`src/rtl/rbank_pkg.sv`:
```
package rbank_pkg;

    localparam logic [7:0] CMD_WR     = 8'h20;
    localparam logic [7:0] CMD_SWAP   = 8'h50;
    localparam logic [7:0] KEY_BANK   = 8'h53;
    localparam logic [7:0] KEY_FEAT   = 8'h73;
    localparam logic [7:0] REG_STATUS = 8'h07;
    localparam logic [7:0] FILL_BYTE  = 8'hFF;
    localparam int         PRI_N      = 5;
    localparam int         FEAT_N     = 2;
    localparam int         SEC_N      = 15;
    localparam int         LAST_MSB_FIRST = 8;
    localparam int         CAL_REG    = 4;
    localparam logic [31:0] CAL_BITS  = 32'h0600_0000;

    typedef enum logic [3:0] {
        ST_PWR_ARM, ST_PWR_WAIT, ST_RD_BANK, ST_CHK_BANK, ST_PRI,
        ST_FEAT_KEY, ST_FEAT, ST_SEC, ST_CAL_SET, ST_CAL_CLR,
        ST_CAL_ARM, ST_CAL_WAIT, ST_DONE, ST_ERR
    } seq_st_e;

    typedef enum logic [1:0] {GOAL_START, GOAL_SEC, GOAL_END} goal_e;

    function automatic logic [15:0] pri_entry(input logic [4:0] i);
        case (i)
            5'd0:    pri_entry = 16'h000F;
            5'd1:    pri_entry = 16'h0201;
            5'd2:    pri_entry = 16'h0303;
            5'd3:    pri_entry = 16'h054E;
            default: pri_entry = 16'h0627;
        endcase
    endfunction

    function automatic logic [15:0] feat_entry(input logic [4:0] i);
        feat_entry = (i == 5'd0) ? 16'h1C01 : 16'h1D06;
    endfunction

    function automatic logic [31:0] sec_word(input logic [4:0] i);
        case (i)
            5'd0:    sec_word = 32'h404B_01E2;
            5'd1:    sec_word = 32'hC04B_0000;
            5'd2:    sec_word = 32'hD0FC_8C02;
            5'd3:    sec_word = 32'h9900_3941;
            5'd4:    sec_word = 32'hD99E_8621;
            5'd5:    sec_word = 32'h2406_7FA6;
            5'd12:   sec_word = 32'h0012_7300;
            5'd13:   sec_word = 32'h36B4_8000;
            5'd14:   sec_word = 32'h4120_0804;
            default: sec_word = 32'h0000_0000;
        endcase
    endfunction

endpackage

```
`src/rtl/rbank_spi_byte.sv`:
```
module rbank_spi_byte #(
    parameter int SCK_HALF = 13
) (
    input  logic       clk,
    input  logic       rst_n,
    input  logic       go,
    input  logic [7:0] tx,
    input  logic       miso,
    output logic       sck,
    output logic       mosi,
    output logic       busy,
    output logic       done,
    output logic [7:0] rx
);
    localparam int DW = (SCK_HALF > 1) ? $clog2(SCK_HALF) : 1;

    typedef struct packed {
        logic [7:0]    sh;
        logic [7:0]    rx;
        logic [DW-1:0] div;
        logic [2:0]    bitc;
        logic          sck;
        logic          busy;
        logic          done;
    } spi_s;

    spi_s q, d;

    always_comb begin
        d      = q;
        d.done = 1'b0;
        if (!q.busy) begin
            if (go) begin
                d.busy = 1'b1;
                d.sh   = tx;
                d.div  = '0;
                d.bitc = '0;
                d.sck  = 1'b0;
            end
        end else if (q.div == DW'(SCK_HALF - 1)) begin
            d.div = '0;
            if (!q.sck) begin
                d.sck = 1'b1;
                d.rx  = {q.rx[6:0], miso};
            end else begin
                d.sck = 1'b0;
                if (q.bitc == 3'd7) begin
                    d.busy = 1'b0;
                    d.done = 1'b1;
                end else begin
                    d.bitc = q.bitc + 3'd1;
                    d.sh   = {q.sh[6:0], 1'b0};
                end
            end
        end else begin
            d.div = q.div + DW'(1);
        end
    end

    always_ff @(posedge clk or negedge rst_n) begin
        if (!rst_n) q <= '0;
        else        q <= d;
    end

    assign sck  = q.sck;
    assign mosi = q.sh[7];
    assign busy = q.busy;
    assign done = q.done;
    assign rx   = q.rx;
endmodule

```
`src/rtl/rbank_ms_timer.sv`:
```
module rbank_ms_timer #(
    parameter int CLK_PER_MS = 200000,
    parameter int MS_W       = 8
) (
    input  logic            clk,
    input  logic            rst_n,
    input  logic            arm,
    input  logic [MS_W-1:0] ms,
    output logic            expired
);
    localparam int PW = (CLK_PER_MS > 1) ? $clog2(CLK_PER_MS) : 1;

    typedef struct packed {
        logic [PW-1:0]   pre;
        logic [MS_W-1:0] left;
        logic            run;
        logic            exp;
    } tmr_s;

    tmr_s q, d;

    always_comb begin
        d = q;
        if (arm) begin
            d.pre  = '0;
            d.left = ms;
            d.run  = 1'b1;
            d.exp  = 1'b0;
        end else if (q.run) begin
            if (q.pre == PW'(CLK_PER_MS - 1)) begin
                d.pre = '0;
                if (q.left <= MS_W'(1)) begin
                    d.run = 1'b0;
                    d.exp = 1'b1;
                end else begin
                    d.left = q.left - MS_W'(1);
                end
            end else begin
                d.pre = q.pre + PW'(1);
            end
        end
    end

    always_ff @(posedge clk or negedge rst_n) begin
        if (!rst_n) q <= '0;
        else        q <= d;
    end

    assign expired = q.exp;
endmodule

```
`src/rtl/rbank_boot_seq.sv`:
```
module rbank_boot_seq
    import rbank_pkg::*;
#(
    parameter int CLK_PER_MS = 200000,
    parameter int PWR_MS     = 50,
    parameter int CAL_MS     = 10,
    parameter int SCK_HALF   = 13,
    parameter int GAP_CYC    = 16,
    parameter bit FEAT_EN    = 1'b1
) (
    input  logic clk,
    input  logic rst_n,
    input  logic spi_miso,
    output logic spi_csn,
    output logic spi_sck,
    output logic spi_mosi,
    output logic busy,
    output logic done,
    output logic error
);
    localparam int MS_W = 8;
    localparam int GW   = $clog2(GAP_CYC + 1);

    typedef struct packed {
        seq_st_e         st;
        goal_e           goal;
        logic            tried;
        logic [4:0]      idx;
        logic            xact;
        logic            xgap;
        logic            issued;
        logic [2:0]      xlen;
        logic [2:0]      xpos;
        logic [4:0][7:0] xbuf;
        logic [7:0]      rxb;
        logic [GW-1:0]   gcnt;
        logic            csn;
    } seq_s;

    seq_s q, d;

    logic       spi_go, spi_busy, spi_done, tmr_arm, tmr_exp;
    logic [7:0] spi_rx;
    logic [MS_W-1:0] tmr_ms;
    logic [31:0] w;

    rbank_spi_byte #(.SCK_HALF(SCK_HALF)) u_spi (
        .clk(clk), .rst_n(rst_n), .go(spi_go), .tx(q.xbuf[q.xpos]),
        .miso(spi_miso), .sck(spi_sck), .mosi(spi_mosi),
        .busy(spi_busy), .done(spi_done), .rx(spi_rx)
    );

    assign tmr_arm = (q.st == ST_PWR_ARM) || (q.st == ST_CAL_ARM);
    assign tmr_ms  = (q.st == ST_PWR_ARM) ? MS_W'(PWR_MS) : MS_W'(CAL_MS);

    rbank_ms_timer #(.CLK_PER_MS(CLK_PER_MS), .MS_W(MS_W)) u_tmr (
        .clk(clk), .rst_n(rst_n), .arm(tmr_arm), .ms(tmr_ms), .expired(tmr_exp)
    );

    always_comb begin
        d      = q;
        spi_go = 1'b0;
        w      = sec_word(q.idx);
        if (q.xact) begin
            if (!q.xgap) begin
                if (!q.issued && !spi_busy) begin
                    spi_go   = 1'b1;
                    d.issued = 1'b1;
                end
                if (spi_done) begin
                    d.issued = 1'b0;
                    d.rxb    = spi_rx;
                    if (q.xpos == q.xlen - 3'd1) begin
                        d.xgap = 1'b1;
                        d.csn  = 1'b1;
                        d.gcnt = '0;
                    end else begin
                        d.xpos = q.xpos + 3'd1;
                    end
                end
            end else if (q.gcnt == GW'(GAP_CYC - 1)) begin
                d.xact = 1'b0;
            end else begin
                d.gcnt = q.gcnt + GW'(1);
            end
        end else begin
            // every frame load opens chip select and restarts the byte pointer
            d.xgap = 1'b0;
            d.xpos = '0;
            d.xlen = 3'd2;
            case (q.st)
                ST_PWR_ARM:  d.st = ST_PWR_WAIT;
                ST_PWR_WAIT: if (tmr_exp) begin
                    d.st   = ST_RD_BANK;
                    d.goal = GOAL_START;
                end
                ST_RD_BANK: begin
                    d.xact = 1'b1; d.csn = 1'b0;
                    d.xbuf = {24'h0, FILL_BYTE, REG_STATUS};
                    d.st   = ST_CHK_BANK;
                end
                ST_CHK_BANK: begin
                    if (q.rxb[7] == (q.goal == GOAL_SEC)) begin
                        d.tried = 1'b0;
                        d.idx   = '0;
                        case (q.goal)
                            GOAL_START: d.st = ST_PRI;
                            GOAL_SEC:   d.st = ST_SEC;
                            default:    d.st = ST_DONE;
                        endcase
                    end else if (q.tried) begin
                        d.st = ST_ERR;
                    end else begin
                        d.xact = 1'b1; d.csn = 1'b0;
                        d.xbuf = {24'h0, KEY_BANK, CMD_SWAP};
                        d.tried = 1'b1;
                        d.st    = ST_RD_BANK;
                    end
                end
                ST_PRI: begin
                    d.xact = 1'b1; d.csn = 1'b0;
                    d.xbuf = {24'h0, pri_entry(q.idx)[7:0], CMD_WR | pri_entry(q.idx)[15:8]};
                    d.idx  = q.idx + 5'd1;
                    if (q.idx == 5'(PRI_N - 1)) begin
                        d.st   = FEAT_EN ? ST_FEAT_KEY : ST_RD_BANK;
                        d.goal = GOAL_SEC;
                    end
                end
                ST_FEAT_KEY: begin
                    d.xact = 1'b1; d.csn = 1'b0;
                    d.xbuf = {24'h0, KEY_FEAT, CMD_SWAP};
                    d.idx  = '0;
                    d.st   = ST_FEAT;
                end
                ST_FEAT: begin
                    d.xact = 1'b1; d.csn = 1'b0;
                    d.xbuf = {24'h0, feat_entry(q.idx)[7:0], CMD_WR | feat_entry(q.idx)[15:8]};
                    d.idx  = q.idx + 5'd1;
                    if (q.idx == 5'(FEAT_N - 1)) d.st = ST_RD_BANK;
                end
                ST_SEC: begin
                    d.xact = 1'b1; d.csn = 1'b0; d.xlen = 3'd5;
                    if (q.idx <= 5'(LAST_MSB_FIRST))
                        d.xbuf = {w[7:0], w[15:8], w[23:16], w[31:24], CMD_WR | {3'b0, q.idx}};
                    else
                        d.xbuf = {w[31:24], w[23:16], w[15:8], w[7:0], CMD_WR | {3'b0, q.idx}};
                    d.idx = q.idx + 5'd1;
                    if (q.idx == 5'(SEC_N - 1)) d.st = ST_CAL_SET;
                end
                ST_CAL_SET, ST_CAL_CLR: begin
                    w = sec_word(5'(CAL_REG));
                    w = (q.st == ST_CAL_SET) ? (w | CAL_BITS) : (w & ~CAL_BITS);
                    d.xact = 1'b1; d.csn = 1'b0; d.xlen = 3'd5;
                    d.xbuf = {w[7:0], w[15:8], w[23:16], w[31:24], CMD_WR | 8'(CAL_REG)};
                    d.st   = (q.st == ST_CAL_SET) ? ST_CAL_CLR : ST_CAL_ARM;
                end
                ST_CAL_ARM:  d.st = ST_CAL_WAIT;
                ST_CAL_WAIT: if (tmr_exp) begin
                    d.st   = ST_RD_BANK;
                    d.goal = GOAL_END;
                end
                default: ;
            endcase
        end
    end

    always_ff @(posedge clk or negedge rst_n) begin
        if (!rst_n) begin
            q     <= '0;
            q.st  <= ST_PWR_ARM;
            q.csn <= 1'b1;
        end else begin
            q <= d;
        end
    end

    assign spi_csn = q.csn;
    assign done    = (q.st == ST_DONE);
    assign error   = (q.st == ST_ERR);
    assign busy    = !(done || error);
endmodule

```
`config.mk`:
```
export PLATFORM = sky130hd
export DESIGN_NAME = rbank_boot_seq
export DESIGN_NICKNAME = d
export VERILOG_FILES = /design/src/rtl/rbank_pkg.sv /design/src/rtl/rbank_spi_byte.sv /design/src/rtl/rbank_ms_timer.sv /design/src/rtl/rbank_boot_seq.sv
export SDC_FILE = /design/constraint.sdc
export NUM_CORES = 1
export LEC_CHECK = 0
export ABC_AREA = 1
export BUFFER_PORTS_ARGS = -buffer_cell sky130_fd_sc_hd__buf_2
export CELL_PAD_IN_SITES_DETAIL_PLACEMENT = 0
export CELL_PAD_IN_SITES_GLOBAL_PLACEMENT = 1
export CORE_UTILIZATION = 39
export DETAILED_ROUTE_END_ITERATION = 12
export MAX_ROUTING_LAYER = met4
export PLACE_DENSITY_LB_ADDON = 0.1
export SLEW_MARGIN = 20
export SYNTH_ARGS = -nofsm -noshare
export SYNTH_HDL_FRONTEND = slang
export SYNTH_SLANG_ARGS = --single-unit
```
`constraint.sdc`:
```
create_clock -name clk -period 1.9 [get_ports clk]
set_clock_uncertainty 0.05 [all_clocks]
set_input_delay 0.19 -clock clk [delete_from_list [all_inputs] [get_ports clk]]
set_output_delay 0.19 -clock clk [all_outputs]
set_load 0.005 [all_outputs]
```
==> metrics, run 1 <==
Crit path top cell by count=ha_1; TritonRoute pass-1 iters=5; Slew Limit Fails=0; pre-CTS setup slack=~0.065 ns; Clock Latency Late Sink=0.42 ns; WL met3=575 µm; HPWL Detailed=~13 mm; Iter 0 DRT Violations=351; Flop pwr share=42.5%; CP max stage cell=dfrtp_1; share of post-route cells with drive strength above 1=14.9%; vias in the first global route=5885; Synth area leaders=dfrtp_1 (42%), nand2_1 (17%), nand3_1 (6.3%); Setup CP Type=flop to flop; Post-Synthesis Cells=959; Synth Warn #=0; ANT cells=0; commonest non-fill, non-tap cell in the layout=nand2_1; R2R setup slack=approximately 0.12 ns; slowest cell delay on critical path=approximately 0.41 ns; synthesized net count=~980; H-tree depth=4; core area=17400 µm²; Starting Density=40.1%; highest clock rate=562 MHz; Synth top area share=42.3%; Via Count=6090; Final Total Pwr=roughly 6000 µW; critical path depth=8; MaxCap Viol Count=0; Leak=0.00419 µW; M1 WL=just over 9 mm; period utilisation layout=approximately 94%; TNS Setup=0 ns; peak supply drop=0.000780 V; worst-margin pin slew=0.530 ns; Overflow after GRT=0; Post-route DRC=0; Sw Ratio=20.0%; cell chain of the critical path=ha_1 > and3_1 > ha_1 > nor2_1 > nand2_1 > xor2_1 > or2_2 > inv_1; Yosys reg bits=119; Final Hold Viols=0; Gate power share=~1.0%; unrepaired setup endpoints after global routing=yes; Die H=136 µm; Core Rows=48; first-pass GRT wire length=29.9 mm; most used flip-flop cell after synthesis=dfrtp_1; number of enable flip-flop cells after synthesis=0; PwrDens=roughly 720 nW/µm²; Synth area leader=dfrtp_1; CTS tree=done; GRT Total Usage=between 20% and 30%; Final ANT Viol Nets=0; family with the most delay on the worst path=simple AND/OR/NAND/NOR gates; ys async rst share=100%; antenna violations before repair=0; Clock Root Buffer=clkbuf_16; met2 wire len=around 7.6 mm; die area=roughly 18000 µm²; status=finished clean; worst-path fanout max=4; chip width=136 µm; CP required=2.21 ns; I/O pin count=9; clk sinks=119; worst path buffer plus inverter count=1; drt wl/cell=approximately 14 µm; fillers=approximately 1800; RD Place Congestion=0.895; Synth cell types=41; clock tree buffer depth=2; reg2reg path depth=8; # nets final=1048; largest net degree at the start of global routing=95; Area Overhead vs Synth=19.7%; CTS buffer count=17; Clk pwr share=56.5%; switching power=between 1000 and 1500 µW; post-layout min period=1.78 ns; uppermost layer routed=met4; drt via density=a little under 5; post-synthesis average cell area=7.28 µm²; slew margin rel.=between 60% and 70%; Startpoint Class=flop; Min-Delay Path Class=input port to async pin; most frequent cells in the layout=nand2_1 (310), dfrtp_1 (116), inv_1 (100); final count of negative-setup-slack endpoints=0; wirelength, routed=17.8 mm; Synth Cell Area=6980 µm²; CP arrival=2.09 ns; register area share after synthesis=a little over two fifths; setup ws final=around 0.12 ns; CP Capture Type=flop; CTS clk-pin slew, worst paths=0.06 ns; Int Power=4780 µW; # port buffers=8
registers in the layout (all words and copies together), names as in the netlist:
register and count:
u_tmr.expired 1, u_spi.mosi 1, spi_csn 1, u_spi.done 1
q 64, u_spi.busy 1, u_tmr.q 27, u_spi.sck 1
u_spi.rx 8, u_spi.q 14
power by group through the flow:
stage	logic (µW)	registers [µW]	clock network, µW
2_1_floorplan	0.957	2580	0
3_3_place_gp	65.0	2580	0
3_5_place_dp	65.5	2580	0
4_1_cts	68.4	2540	3480
5_1_grt	75.7	2540	3580
6_report	62.7	2540	3380
through the flow:
step           util, %  hold WS, ns  cells  area, µm²
2_1_floorplan        -       -0.156    959       6980
3_3_place_gp      43.7        0.190   1227       7610
3_5_place_dp      43.7        0.187   1227       7610
4_1_cts           47.4        0.284   1261       8260
5_1_grt           48.0        0.319   1266       8360
6_report          48.0        0.285   1266       8360
synth_stat cells, drive strengths merged (5+ instances only):
library cell	n
buf	18
o21ai	104
xnor2	5
o211ai	5
nand3	89
nand4	8
nand2	318
dfrtp	118
clkbuf	6
a21oi	18
nor2	99
inv	107
ha	17
mux2	6
o22ai	9
xor2	13
layer usage:
layer / global-route usage, % / vias up
li1: - / 3222
met1: 30.9 / 2762
met2: 30.9 / 86
met3: 3.59 / 20
met4: 7.37 / 0
met5: - / -
area by class of cell:
type / instances / area (µm²) / area share (%)
multi-input combinational: 708 / 3470 / 41.6
timing repair buffer: 74 / 588 / 7.04
inverter: 108 / 410 / 4.91
sequential: 119 / 2980 / 35.7
clock inverter: 7 / 118 / 1.41
tap: 225 / 282 / 3.37
clock buffer: 25 / 505 / 6.05
worst reg2reg max path, cell delays in order (launching register included):
cell and delay (ns):
dfrtp_1 0.41, ha_1 0.22, and3_1 0.18, ha_1 0.19, nor2_1 0.14, nand2_1 0.08, xor2_1 0.13, or2_2 0.28
inv_1 0.05
kinds of logic after synthesis:
kind of cell               Yosys count  synth area share, %
and+or+nand+nor                    522                 31.6
muxes                                6                0.968
buffers and inverters              132                 7.92
DFF                                119                 42.7
xor gates and xnor gates            18                 2.26
adders and majority gates           17                 3.05
AOI/OAI and AO/OA                  145                 11.6
worst paths after layout:
kind	from	end
max in group asynchronous	rst_n	spi_csn
min	rst_n	u_spi.q[24]
min in group clk	u_spi.done	q[60]
max	q[1]	q[3]
min reg2reg	u_spi.done	q[60]
max reg2reg	q[1]	q[3]
repair_timing:
item / in CTS / in global routing
resized for setup: 0 / 13
hold buffers: 2 / 0
endpoints found under the setup margin: 0 / 43
endpoints found under the hold margin: 119 / 0
setup buffers: 0 / 5
(Power assumes the default switching activity.)
==> inputs of run 2 (changes only) <==
PLACE_DENSITY_LB_ADDON = 0.08   (was 0.1)
SLEW_MARGIN = default   (was 20)
==> metrics, run 2 (same netlist as run 1, synthesis figures left out) <==
status=finished clean; most frequent cells in the layout=nand2_1 (309), dfrtp_1 (116), inv_1 (99); # nets final=1035 (-1.2%); Core Rows=48 (unchanged); CP max stage cell=dfrtp_1; largest net degree at the start of global routing=90 (-5.3%); slowest cell delay on critical path=0.40 ns (about the same); grt met1 use=30.9% (about the same); Area Overhead vs Synth=18.1%; die area=18400 µm² (unchanged); Iter 0 DRT Violations=336 (-4.3%); period utilisation layout=94.9% (+1.2 points); largest reg by FF count=q; Slew Limit Fails=0 (unchanged); clock tree buffer depth=2 (unchanged); Die H=136 µm (unchanged); wirelength, routed=18.0 mm (+0.90%); first-pass GRT wire length=29.9 mm (-0.14%); Final Total Pwr=5930 µW (-0.84%); share of post-route cells with drive strength above 1=13.9% (-0.98 points); worst-path fanout max=4 (unchanged); met2 GRT Util=30.4% (-0.51 points); Final ANT Viol Nets=0 (unchanged); final core occ=47.3% (-0.65 points); Final Hold Viols=0 (unchanged); CP arrival=2.11 ns (+0.02 ns); busiest metal layer after global routing=met1; Leak=0.00412 µW (-1.6%); ANT cells=0 (unchanged); CTS clk-pin slew, worst paths=0.06 ns (about the same); Min-Delay Path Class=input port to async pin; Clock Latency Late Sink=0.42 ns (about the same); HPWL Detailed=13.0 mm (-2.0%); RD Place Congestion=0.846 (-5.5%); Startpoint Class=flop; I/O pin count=9 (unchanged); H-tree depth=4 (unchanged); CTS tree=done; antenna violations before repair=0 (unchanged); highest clock rate=555 MHz (-1.2%); unrepaired setup endpoints after global routing=yes; Post-route DRC=0 (unchanged); vias in the first global route=5834 (-0.87%); Largest register FFs=64 (unchanged); Clock Root Buffer=clkbuf_16; cell chain of the critical path=ha_1 > and3_1 > ha_1 > nor2_2 > nand2_1 > xor2_1 > or2_2 > inv_1; final count of negative-setup-slack endpoints=0 (unchanged); CTS buffer count=17 (unchanged); chip width=136 µm (unchanged); TritonRoute pass-1 iters=5 (unchanged); family with the most delay on the worst path=simple AND/OR/NAND/NOR gates; slew margin rel.=65.4% (+0.72 points); Crit path top cell by count=ha_1; peak supply drop=0.000596 V (-24%); commonest non-fill, non-tap cell in the layout=nand2_1; Via Count=6193 (+1.7%); GRT Total Usage=21.5% (-0.20 points); drt wl/cell=14.3 µm (+2.0%); worst path buffer plus inverter count=1 (unchanged); CP Capture Type=flop; worst-margin pin slew=0.519 ns (-0.0108 ns); MaxCap Viol Count=0 (unchanged); CP required=2.20 ns (about the same); met3 Track Usage GR=4.30% (+0.71 points); Overflow after GRT=0 (unchanged); clk sinks=119 (unchanged); largest registers=q x64, u_tmr.q x27, u_spi.q x14; PwrDens=719 nW/µm² (+0.52%); drt via density=4.94 (+2.7%); Setup CP Type=flop to flop; Starting Density=40.1% (unchanged); post-layout min period=1.80 ns (+0.0225 ns); # port buffers=8 (unchanged); R2R setup slack=0.1 ns (-0.02 ns); core area=17400 µm² (unchanged)
==> run 2: metal layers <==
metal / vias up / share of wire (%)
li1: 3200 / -
met1: 2879 / 53
met2: 97 / 42
met3: 17 / 3.6
met4: 0 / 1.2
met5: - / 0
==> run 2: through the flow <==
step	TNS, ns	cells	instance area (µm²)	setup slack (ns)	hold WS [ns]
floorplan	0	959	6980	0.126	-0.156
finish	0	1253	8250	0.0973	0.299
CTS	0	1251	8190	0.0491	0.311
global route	-0.0301	1253	8250	-0.0235	0.352
detailed placement	0	1217	7560	0.0587	0.208
global placement	0	1217	7560	0.107	0.212
==> run 2: cell type report <==
cell class                      count  area, µm²
Multi-Input combinational cell    708       3460
Clock inverter                     11        148
Fill cell                        1782       9170
Inverter                          108        410
Clock buffer                       21        460
Sequential cell                   119       2980
Tap cell                          225        282
Timing Repair Buffer               61        500
==> run 2: report_power, final <==
part	leakage [µW]	switching, µW	internal, µW	total, µW
sequential	0.00161	0.568	2540	2540
combinational	0.00221	51.0	11.2	62.2
clock	0.000297	1190	2130	3330
==> run 2: path summary, 6_finish.rpt <==
kind | end | startpoint | cells after the start
worst max-delay path | q[3] | q[1] | 8
worst min register to register | q[60] | u_spi.done | 1
min in group clk | q[60] | u_spi.done | 1
worst min-delay path | u_spi.q[24] | rst_n | 3
max in group asynchronous | q[73] | rst_n | 3
worst max register to register | q[3] | q[1] | 8
==> run 2: timing repair <==
item                       CTS  global route
setup endpoints to repair    0            28
hold endpoints to repair   119             0
hold buffers                 2             0
gates resized for setup      0             9
setup buffers                0             1
==> run 2: worst register-to-register path: cells and delay by family, from the launching register on <==
family / cells / cell delay (ns)
fa+ha+maj: 2 / 0.42
flops: 1 / 0.40
simple gates: 4 / 0.68
buf+inv: 1 / 0.05
xor+xnor: 1 / 0.13
